<file path="src/rtl/slot_irq_pkg.sv">
package slot_irq_pkg;
  typedef enum logic [1:0] {
    LVL_0 = 2'd0,
    LVL_1 = 2'd1,
    LVL_2 = 2'd2
  } lvl_e;
endpackage

</file>
<file path="src/rtl/slot_irq_regs.sv">
module slot_irq_regs #(
  parameter int SLOTS  = 3,
  parameter int SRC_W  = 6,
  parameter int DATA_W = 16,
  parameter int ADDR_W = 16,
  parameter int SEL_W  = 3
) (
  input  logic                        clk_i,
  input  logic                        rst_ni,
  input  logic                        wr_en_i,
  input  logic [SEL_W-1:0]            wr_addr_i,
  input  logic [DATA_W-1:0]           wr_data_i,
  output logic [2*SLOTS-1:0]          slot_vld_o,
  output logic [2*SLOTS-1:0][SRC_W-1:0] slot_src_o,
  output logic [ADDR_W-1:0]           base_o
);
  localparam int NSLOT    = 2 * SLOTS;
  localparam int BASE_SEL = NSLOT;
  localparam int VLD_BIT  = DATA_W - 1;

  for (genvar k = 0; k < NSLOT; k++) begin : g_slot
    always_ff @(posedge clk_i or negedge rst_ni) begin
      if (!rst_ni) begin
        slot_vld_o[k] <= 1'b0;
        slot_src_o[k] <= '0;
      end else if (wr_en_i && wr_addr_i == SEL_W'(k)) begin
        slot_vld_o[k] <= wr_data_i[VLD_BIT];
        slot_src_o[k] <= wr_data_i[SRC_W-1:0];
      end
    end
  end

  always_ff @(posedge clk_i or negedge rst_ni) begin
    if (!rst_ni)                                           base_o <= '0;
    else if (wr_en_i && wr_addr_i == SEL_W'(BASE_SEL))    base_o <= wr_data_i[ADDR_W-1:0];
  end
endmodule

</file>
<file path="src/rtl/slot_irq_level_map.sv">
module slot_irq_level_map #(
  parameter int NUM_SRC = 51,
  parameter int SLOTS   = 3,
  parameter int SRC_W   = 6
) (
  input  logic [NUM_SRC-1:0]            irq_i,
  input  logic [2*SLOTS-1:0]            slot_vld_i,
  input  logic [2*SLOTS-1:0][SRC_W-1:0] slot_src_i,
  output logic [NUM_SRC-1:0]            req_l0_o,
  output logic [NUM_SRC-1:0]            req_l1_o,
  output logic [NUM_SRC-1:0]            req_l2_o
);
  for (genvar s = 0; s < NUM_SRC; s++) begin : g_src
    logic in_l1, in_l2;
    always_comb begin
      in_l1 = 1'b0;
      in_l2 = 1'b0;
      for (int k = 0; k < SLOTS; k++) begin
        if (slot_vld_i[k] && slot_src_i[k] == SRC_W'(s))             in_l1 = 1'b1;
        if (slot_vld_i[SLOTS+k] && slot_src_i[SLOTS+k] == SRC_W'(s)) in_l2 = 1'b1;
      end
    end
    // level 2 wins over a duplicate level-1 slot
    assign req_l2_o[s] = irq_i[s] & in_l2;
    assign req_l1_o[s] = irq_i[s] & in_l1 & ~in_l2;
    assign req_l0_o[s] = irq_i[s] & ~in_l1 & ~in_l2;
  end
endmodule

</file>
<file path="src/rtl/slot_irq_arbiter.sv">
module slot_irq_arbiter
  import slot_irq_pkg::*;
#(
  parameter int NUM_SRC = 51,
  parameter int SRC_W   = 6
) (
  input  logic [NUM_SRC-1:0] req_l0_i,
  input  logic [NUM_SRC-1:0] req_l1_i,
  input  logic [NUM_SRC-1:0] req_l2_i,
  input  logic [1:0]         core_lvl_i,
  output logic               hit_o,
  output logic [SRC_W-1:0]   vec_o,
  output lvl_e               lvl_o
);
  function automatic logic [SRC_W-1:0] low_idx(input logic [NUM_SRC-1:0] v);
    low_idx = '0;
    for (int i = NUM_SRC - 1; i >= 0; i--)
      if (v[i]) low_idx = SRC_W'(i);
  endfunction

  logic any_l0, any_l1, any_l2, any_req;
  assign any_l0  = |req_l0_i;
  assign any_l1  = |req_l1_i;
  assign any_l2  = |req_l2_i;
  assign any_req = any_l0 | any_l1 | any_l2;

  always_comb begin
    if (any_l2) begin
      lvl_o = LVL_2;
      vec_o = low_idx(req_l2_i);
    end else if (any_l1) begin
      lvl_o = LVL_1;
      vec_o = low_idx(req_l1_i);
    end else begin
      lvl_o = LVL_0;
      vec_o = low_idx(req_l0_i);
    end
  end

  assign hit_o = any_req &&
                 ((2'(lvl_o) > core_lvl_i) || (lvl_o == LVL_0 && core_lvl_i == 2'd0));
endmodule

</file>
<file path="src/rtl/slot_irq_ctrl.sv">
module slot_irq_ctrl
  import slot_irq_pkg::*;
#(
  parameter int NUM_SRC = 51,
  parameter int SLOTS   = 3,
  parameter int DATA_W  = 16,
  parameter int ADDR_W  = 16,
  localparam int SRC_W  = $clog2(NUM_SRC),
  localparam int SEL_W  = $clog2(2 * SLOTS + 2)
) (
  input  logic               clk_i,
  input  logic               rst_ni,
  input  logic [NUM_SRC-1:0] irq_i,
  input  logic               wr_en_i,
  input  logic [SEL_W-1:0]   wr_addr_i,
  input  logic [DATA_W-1:0]  wr_data_i,
  input  logic [1:0]         core_lvl_i,
  output logic               irq_o,
  output logic [SRC_W-1:0]   vec_o,
  output logic [1:0]         lvl_o,
  output logic               fast_o,
  output logic [ADDR_W-1:0]  vec_addr_o
);
  localparam logic [SRC_W-1:0] FAST_VEC = SRC_W'(NUM_SRC - 1);

  logic [2*SLOTS-1:0]            slot_vld;
  logic [2*SLOTS-1:0][SRC_W-1:0] slot_src;
  logic [ADDR_W-1:0]             base_q;
  logic [NUM_SRC-1:0]            req_l0, req_l1, req_l2;
  logic                          win_hit;
  logic [SRC_W-1:0]              win_vec;
  lvl_e                          win_lvl;

  slot_irq_regs #(
    .SLOTS(SLOTS), .SRC_W(SRC_W), .DATA_W(DATA_W), .ADDR_W(ADDR_W), .SEL_W(SEL_W)
  ) u_regs (
    .clk_i, .rst_ni, .wr_en_i, .wr_addr_i, .wr_data_i,
    .slot_vld_o(slot_vld), .slot_src_o(slot_src), .base_o(base_q)
  );

  slot_irq_level_map #(
    .NUM_SRC(NUM_SRC), .SLOTS(SLOTS), .SRC_W(SRC_W)
  ) u_map (
    .irq_i, .slot_vld_i(slot_vld), .slot_src_i(slot_src),
    .req_l0_o(req_l0), .req_l1_o(req_l1), .req_l2_o(req_l2)
  );

  slot_irq_arbiter #(
    .NUM_SRC(NUM_SRC), .SRC_W(SRC_W)
  ) u_arb (
    .req_l0_i(req_l0), .req_l1_i(req_l1), .req_l2_i(req_l2), .core_lvl_i,
    .hit_o(win_hit), .vec_o(win_vec), .lvl_o(win_lvl)
  );

  always_ff @(posedge clk_i or negedge rst_ni) begin
    if (!rst_ni) begin
      irq_o      <= 1'b0;
      vec_o      <= '0;
      lvl_o      <= 2'd0;
      fast_o     <= 1'b0;
      vec_addr_o <= '0;
    end else begin
      irq_o      <= win_hit;
      vec_o      <= win_hit ? win_vec : '0;
      lvl_o      <= win_hit ? 2'(win_lvl) : 2'd0;
      fast_o     <= win_hit && (win_vec == FAST_VEC);
      vec_addr_o <= base_q + (ADDR_W'(vec_o) << 1);
    end
  end
endmodule

</file>
<file path="config.mk">
export PLATFORM = sky130hd
export DESIGN_NAME = slot_irq_ctrl
export DESIGN_NICKNAME = d
export VERILOG_FILES = /design/src/rtl/slot_irq_pkg.sv /design/src/rtl/slot_irq_regs.sv /design/src/rtl/slot_irq_level_map.sv /design/src/rtl/slot_irq_arbiter.sv /design/src/rtl/slot_irq_ctrl.sv
export SDC_FILE = /design/constraint.sdc
export NUM_CORES = 1
export LEC_CHECK = 0
export BUFFER_PORTS_ARGS = -buffer_cell sky130_fd_sc_hd__buf_2
export CORE_MARGIN = 2
export CORE_UTILIZATION = 40
export DETAILED_ROUTE_END_ITERATION = 12
export HOLD_SLACK_MARGIN = 0.1
export MAX_ROUTING_LAYER = met4
export PLACE_DENSITY = 0.54
export SKIP_LAST_GASP = 1
export SLEW_MARGIN = 20
export SYNTH_ARGS = -nofsm -noshare
export SYNTH_HDL_FRONTEND = slang
export SYNTH_SLANG_ARGS = --single-unit
</file>
<file path="constraint.sdc">
create_clock -name clk_i -period 9.4 [get_ports clk_i]
set_input_delay 2.35 -clock clk_i [delete_from_list [all_inputs] [get_ports clk_i]]
set_output_delay 2.35 -clock clk_i [all_outputs]
set_load 0.1 [all_outputs]
</file>
; ---- Word-level counts from Yosys, hierarchy flattened
; Cells that the tools add are included.
[classes]
n_addsub = 1
magnitude_cmp = 1
n_eq_ne = 307
n_mux = 465
bitwise = 359
reduce_logical = 329
[ops]
columns = operator, count
row1 = $mux W6, 156
row2 = $eq A6 B6 Y1 const B, 115
row3 = $eq A6 B5 Y1 const B, 96
row4 = $logic_and A1 B1 Y1, 316
row5 = $mux W1, 307
row6 = $eq A6 B4 Y1 const B, 48
row7 = $and A1 B1 Y1, 255
row8 = $reduce_or A51 Y1, 3
row9 = $eq A6 B3 Y1 const B, 24
row10 = $not A1 Y1, 102
row11 = $eq A6 B2 Y1 const B, 12
row12 = $eq A6 B1 Y1 const B, 6
row13 = $logic_not A6 Y1, 6
row14 = $add A16 B7 Y16, 1
row15 = $eq A3 B3 Y1 const B, 3
row16 = $eq A3 B2 Y1 const B, 2
row17 = $logic_not A2 Y1, 2
row18 = $mux W2, 2
row19 = $eq A3 B1 Y1 const B, 1
row20 = $logic_not A3 Y1, 1
row21 = $gt A2 B2 Y1, 1
row22 = $or A1 B1 Y1, 2
row23 = $logic_or A1 B1 Y1, 1
[word_totals]
regBits = 84
input_bits = 75
out_inout_bits = 26
word_cells = 1480

; ---- Depth between registers and ports, before layout
[depth]
depth_word = 63
depth_mapped = 18
mapped_depth_nobuf = 15

; ---- By module
; From an unflattened synthesis, not the netlist that was laid out.
[hier_totals]
hier_cells = 1206
hier_area_um2 = 9321.4
[by_module_without_submodules]
columns = mod, instances, cells_per_inst, area_per_inst_um2, seq_area_each_um2
row1 = slot_irq_level_map, 1, 625, 3928.8, 0.0
row2 = slot_irq_regs, 1, 131, 2245.9, 1451.4
row3 = slot_irq_arbiter, 1, 364, 2011.9, 0.0
row4 = slot_irq_ctrl, 1, 86, 1134.8, 650.6

; ---- Worst setup path after synthesis
; No wires, ideal clock.
[synth_path]
path_type = in2reg
start = input irq_i[24]
end = register fast_o
setup_time_ns = 0.120
t_arrival_ns = 4.946
required_ns = 9.280
path_slack_ns = 4.334
stages = 13
path_buffers = 0
cell_sequence = o21ai_0 > nand4_1 > or4_1 > nor4_4 > inv_1 > ha_1 > nor2b_1 > o21ai_0 > inv_1 > a31oi_1 > a41o_1 > nor3b_2 > and4_1
[synth_between]
elab_chain_len = 31
word_cells_on_any_way = 96
classes_between = 1 x order compare / 1 x eq/ne / 79 x mux / 7 x bitwise / 8 x reduce/logical
[synth_lines]
columns = element, line_no
row1 = from (decl), slot_irq_ctrl.sv:13  ; input logic [NUM_SRC-1:0] irq_i,
row2 = "$and A1 B1 Y1, on equally long branches (2 in series)", "slot_irq_level_map.sv:26, slot_irq_level_map.sv:25"
row3 = $mux W6 (25 in series), slot_irq_arbiter.sv:18  ; if (v[i]) low_idx = SRC_W'(i);
row4 = $mux W6, slot_irq_arbiter.sv:31  ; end else if (any_l1) begin
row5 = $mux W6, slot_irq_arbiter.sv:28  ; if (any_l2) begin
row6 = $eq A6 B6 Y1, slot_irq_ctrl.sv:66  ; fast_o <= win_hit && (win_vec == FAST_VEC);
row7 = $logic_and A1 B1 Y1 (*), slot_irq_ctrl.sv:66
row8 = to (signal assigned), slot_irq_ctrl.sv:66
row9 = to (decl), slot_irq_ctrl.sv:21  ; output logic fast_o,
; Mark *: on every way between the ends. The rest lies on a longest branch, timed or not.
; A chain may end at the register's enable or synchronous reset.

; ---- Worst setup path after layout
[layout_path]
start = input irq_i[43]
end = register fast_o
[layout_between]
elab_chain_len = 50
word_cells_on_any_way = 153
classes_between = 1 x order compare / 1 x eq/ne / 136 x mux / 7 x bitwise / 8 x reduce/logical
[layout_lines]
columns = element, line_no
row1 = "$and A1 B1 Y1, on equally long branches (2 in series)", "slot_irq_level_map.sv:26, slot_irq_level_map.sv:25"
row2 = $mux W6 (44 in series), slot_irq_arbiter.sv:18
row3 = $mux W6, slot_irq_arbiter.sv:31
row4 = $mux W6, slot_irq_arbiter.sv:28
row5 = $eq A6 B6 Y1, slot_irq_ctrl.sv:66
row6 = $logic_and A1 B1 Y1 (*), slot_irq_ctrl.sv:66
; Marked as above.

==> metrics <==
post-CTS setup-driven buffer insertion count 0; Seq/Total Area, Yosys roughly 21%; Clock Tree Buf Depth 2; minimum clock period approximately 5600 ps; number of nets with antenna violations after routing 0; worst slack after detailed placement approximately 3300 ps; relative area change from synthesis to final layout 10.7%; Avg Cell Area, Syn just under 8 µm²; remaining global-route overflow 0; pin count of the biggest net entering global routing 73; clk slew on worst S/H paths ~80 ps; final RePlAce weighted congestion approximately 1.1; terminus of the critical flop-to-flop path fast_o; top library cells by usage in the layout, fill and taps aside sky130_fd_sc_hd__nor2_1 (118), sky130_fd_sc_hd__nand2_1 (111), sky130_fd_sc_hd__buf_2 (99), sky130_fd_sc_hd__o21ai_0 (95), sky130_fd_sc_hd__dfrtp_1 (84); worst reg2reg startpoint u_regs.slot_src_o[34]; Relative slew margins around 20%; post-route setup slack roughly 3800 ps; # fillers 2,497; most common cell after layout, fill and taps aside sky130_fd_sc_hd__nor2_1; drt via density roughly 6.8; Static Leakage ~4.2 nW; Rows 57; effective utilization at floorplan approximately two fifths; period utilisation layout between 60% and 70%; cts bufs inserted 9; total iterations of the first detailed-routing run 8; worst hold path stage count 0; reg-to-reg slack, setup about 3900 ps; global-route wire length before repair about 69,000 µm; Worst-Skew Late Latency ~360 ps; clock sink count 84; total of hold buffers inserted after clock tree synthesis 0; core region area roughly 0.024 mm²; clock root buffer master sky130_fd_sc_hd__clkbuf_16; non-filler instance count after layout 1,635; startpoint types primary input; outcome complete, no violations; number of vias after detailed routing ~11,000; Worst Setup Path Type in -> reg; worst clock skew between 10 and 15 ps; max capacitance violation total 0; min-delay worst type reg -> reg; Ant. Diodes 0; Top Ports 101; peak supply drop 0.126 mV; detailed-placement wirelength estimate just under 40,000 µm; Yosys cell types a little under 90; total count of max-transition violations in the final report 0; number of design rule violations left after detail routing 0; wire length per cell 29.7 µm; worst slew pin tran between 1000 and 1500 ps; count of yosys warnings during synthesis 0; final hold viol count 0; total global-route track usage ~38%; antenna violations before repair 0; total power per unit cell area between 200 and 250 mW/mm²; critical path capture point type flop; Post-synth EDFFs 0; total number of H-tree levels 3; CP Max Fanout 5; Seq cells post-synth between 80 and 90; via count of the first global-routing pass approximately 10,000; final number of setup-violating endpoints 0; number of buffers inserted by port buffering 100; Gate Count Post-Synth approximately 1,200; logic depth of the worst register-to-register path 16; clock tree from TritonCTS yes; CP Data Arrival Time 5950 ps; sink of the worst hold path vec_addr_o[0]; most frequently used flop master after synthesis sky130_fd_sc_hd__dfrtp_1; RSZ-0062 raised after global routing false; required time at the worst-slack endpoint 9700 ps; number of violations reported at the end of detailed-routing iteration 0 1,528; Setup TNS Final 0 ps; syn_nets 1,327; Die X around 160 µm; area enclosed by the die boundary around 0.026 mm²; Hold Crit Start u_regs.base_o[0]; Die Span Y 160 µm; maximum clock frequency 0.177 GHz; number of placed cells counting well taps ~1,600; total routed wirelength between 40,000 and 50,000 µm; Layout Nets 1,390; fraction of layout instances using a drive strength above 1 18.6%; FFs w/ async S/R, synth 100%; CTS-repair resized insts 0; post-synthesis instance area slightly below 0.01 mm²
## cells by family after synthesis
| family | Yosys count | synth area share, % |
|---|---|---|
| XOR/XNOR | 13 | 1.16 |
| flip-flops | 84 | 21.5 |
| AND/OR/NAND/NOR | 571 | 35.3 |
| AO/OA/AOI/OAI | 427 | 30.3 |
| multiplexers | 58 | 6.68 |
| buffers and inverters | 81 | 3.88 |
| adder cells (fa/ha/maj) | 9 | 1.23 |
## final cells by class
type	instances	area, µm²	area share [%]
clock buffers	9	225	2.08
clock inverters	7	76.3	0.705
inverters	18	67.6	0.624
multi-input cells	1078	7340	67.8
flip-flops and latches	84	2100	19.4
well taps	324	405	3.74
repair buffers	115	616	5.68
## power by group
group          internal [W]  switching, W
combinational      0.000378      0.000842
sequential         0.000452      0.000160
clock              0.000189      0.000186
total               0.00102       0.00119
## Yosys cell counts, drive strengths merged, types with 11 or more instances
library cell / count / area share, %
nand2b: 23 / 1.5
buf: 30 / 1.9
nand4: 31 / 2.0
or4bb: 13 / 1.5
clkbuf: 33 / 1.3
nor2: 118 / 4.5
nor3: 18 / 0.92
o21a: 17 / 1.3
a21oi: 31 / 1.6
mux2: 58 / 6.7
nand2: 111 / 4.3
and4b: 11 / 1.1
nand3: 17 / 0.87
nor3b: 11 / 0.90
o211ai: 14 / 1.1
inv: 18 / 0.69
a22oi: 55 / 4.2
nor4bb: 15 / 1.5
nor4: 18 / 1.4
or2: 16 / 1.0
nor2b: 14 / 0.90
and2: 45 / 2.9
nand3b: 13 / 1.0
o21ai: 106 / 5.4
a211oi: 49 / 3.8
nor4b: 13 / 1.2
dfrtp: 84 / 21
or4b: 15 / 1.7
nand4b: 21 / 1.9
o22ai: 56 / 3.9
## through the flow
stage          total power [W]  hold slack [ps]  instance area [µm²]  util, %
2_1_floorplan          0.00145              349                 9780        -
3_3_place_gp           0.00179              356                10500     43.5
3_5_place_dp           0.00180              366                10500     43.5
4_1_cts                0.00218              376                10800     44.8
5_1_grt                0.00230              391                10800     44.8
6_report               0.00221              372                10800     44.8
## how the worst max path moves through the flow
stage | startpoint | endpoint | slack (ps) | cells after the start
after detailed placement | irq_i[43] | fast_o | 3310 | 16
after floorplan | irq_i[24] | fast_o | 4330 | 13
after global routing | irq_i[44] | fast_o | 3460 | 15
final | irq_i[43] | fast_o | 3750 | 16
after CTS | irq_i[43] | fast_o | 3670 | 16
after global placement | irq_i[43] | fast_o | 3350 | 16
## worst max-delay path: stages
cell                        delay [ps]
sky130_fd_sc_hd__buf_2             110
sky130_fd_sc_hd__o21ai_0           140
sky130_fd_sc_hd__a211oi_1          210
sky130_fd_sc_hd__a2111oi_1         740
sky130_fd_sc_hd__buf_4             240
sky130_fd_sc_hd__nand4_1           180
sky130_fd_sc_hd__nor4_2            470
sky130_fd_sc_hd__nand2b_1          260
sky130_fd_sc_hd__ha_1              260
sky130_fd_sc_hd__nand2_1            50
sky130_fd_sc_hd__o21ai_0           120
sky130_fd_sc_hd__inv_1              80
sky130_fd_sc_hd__a31oi_1            40
sky130_fd_sc_hd__a41o_1            300
sky130_fd_sc_hd__nor3b_2           200
sky130_fd_sc_hd__and4_1            190
## metal layers
layer / track usage, % / up-vias / part of all wire (%)
li1: - / 5008 / -
met1: 50.0 / 5383 / 42
met2: 57.0 / 658 / 44
met3: 7.70 / 130 / 9.7
met4: 14.3 / 0 / 4.4
met5: - / - / 0
## state kept, by name, indices dropped and copies added (netlist names)
register           cells
u_regs.slot_vld_o      6
fast_o                 1
irq_o                  1
u_regs.base_o         16
u_regs.slot_src_o     36
lvl_o                  2
vec_addr_o            16
vec_o                  6
Power figures use the tool's default switching activity.
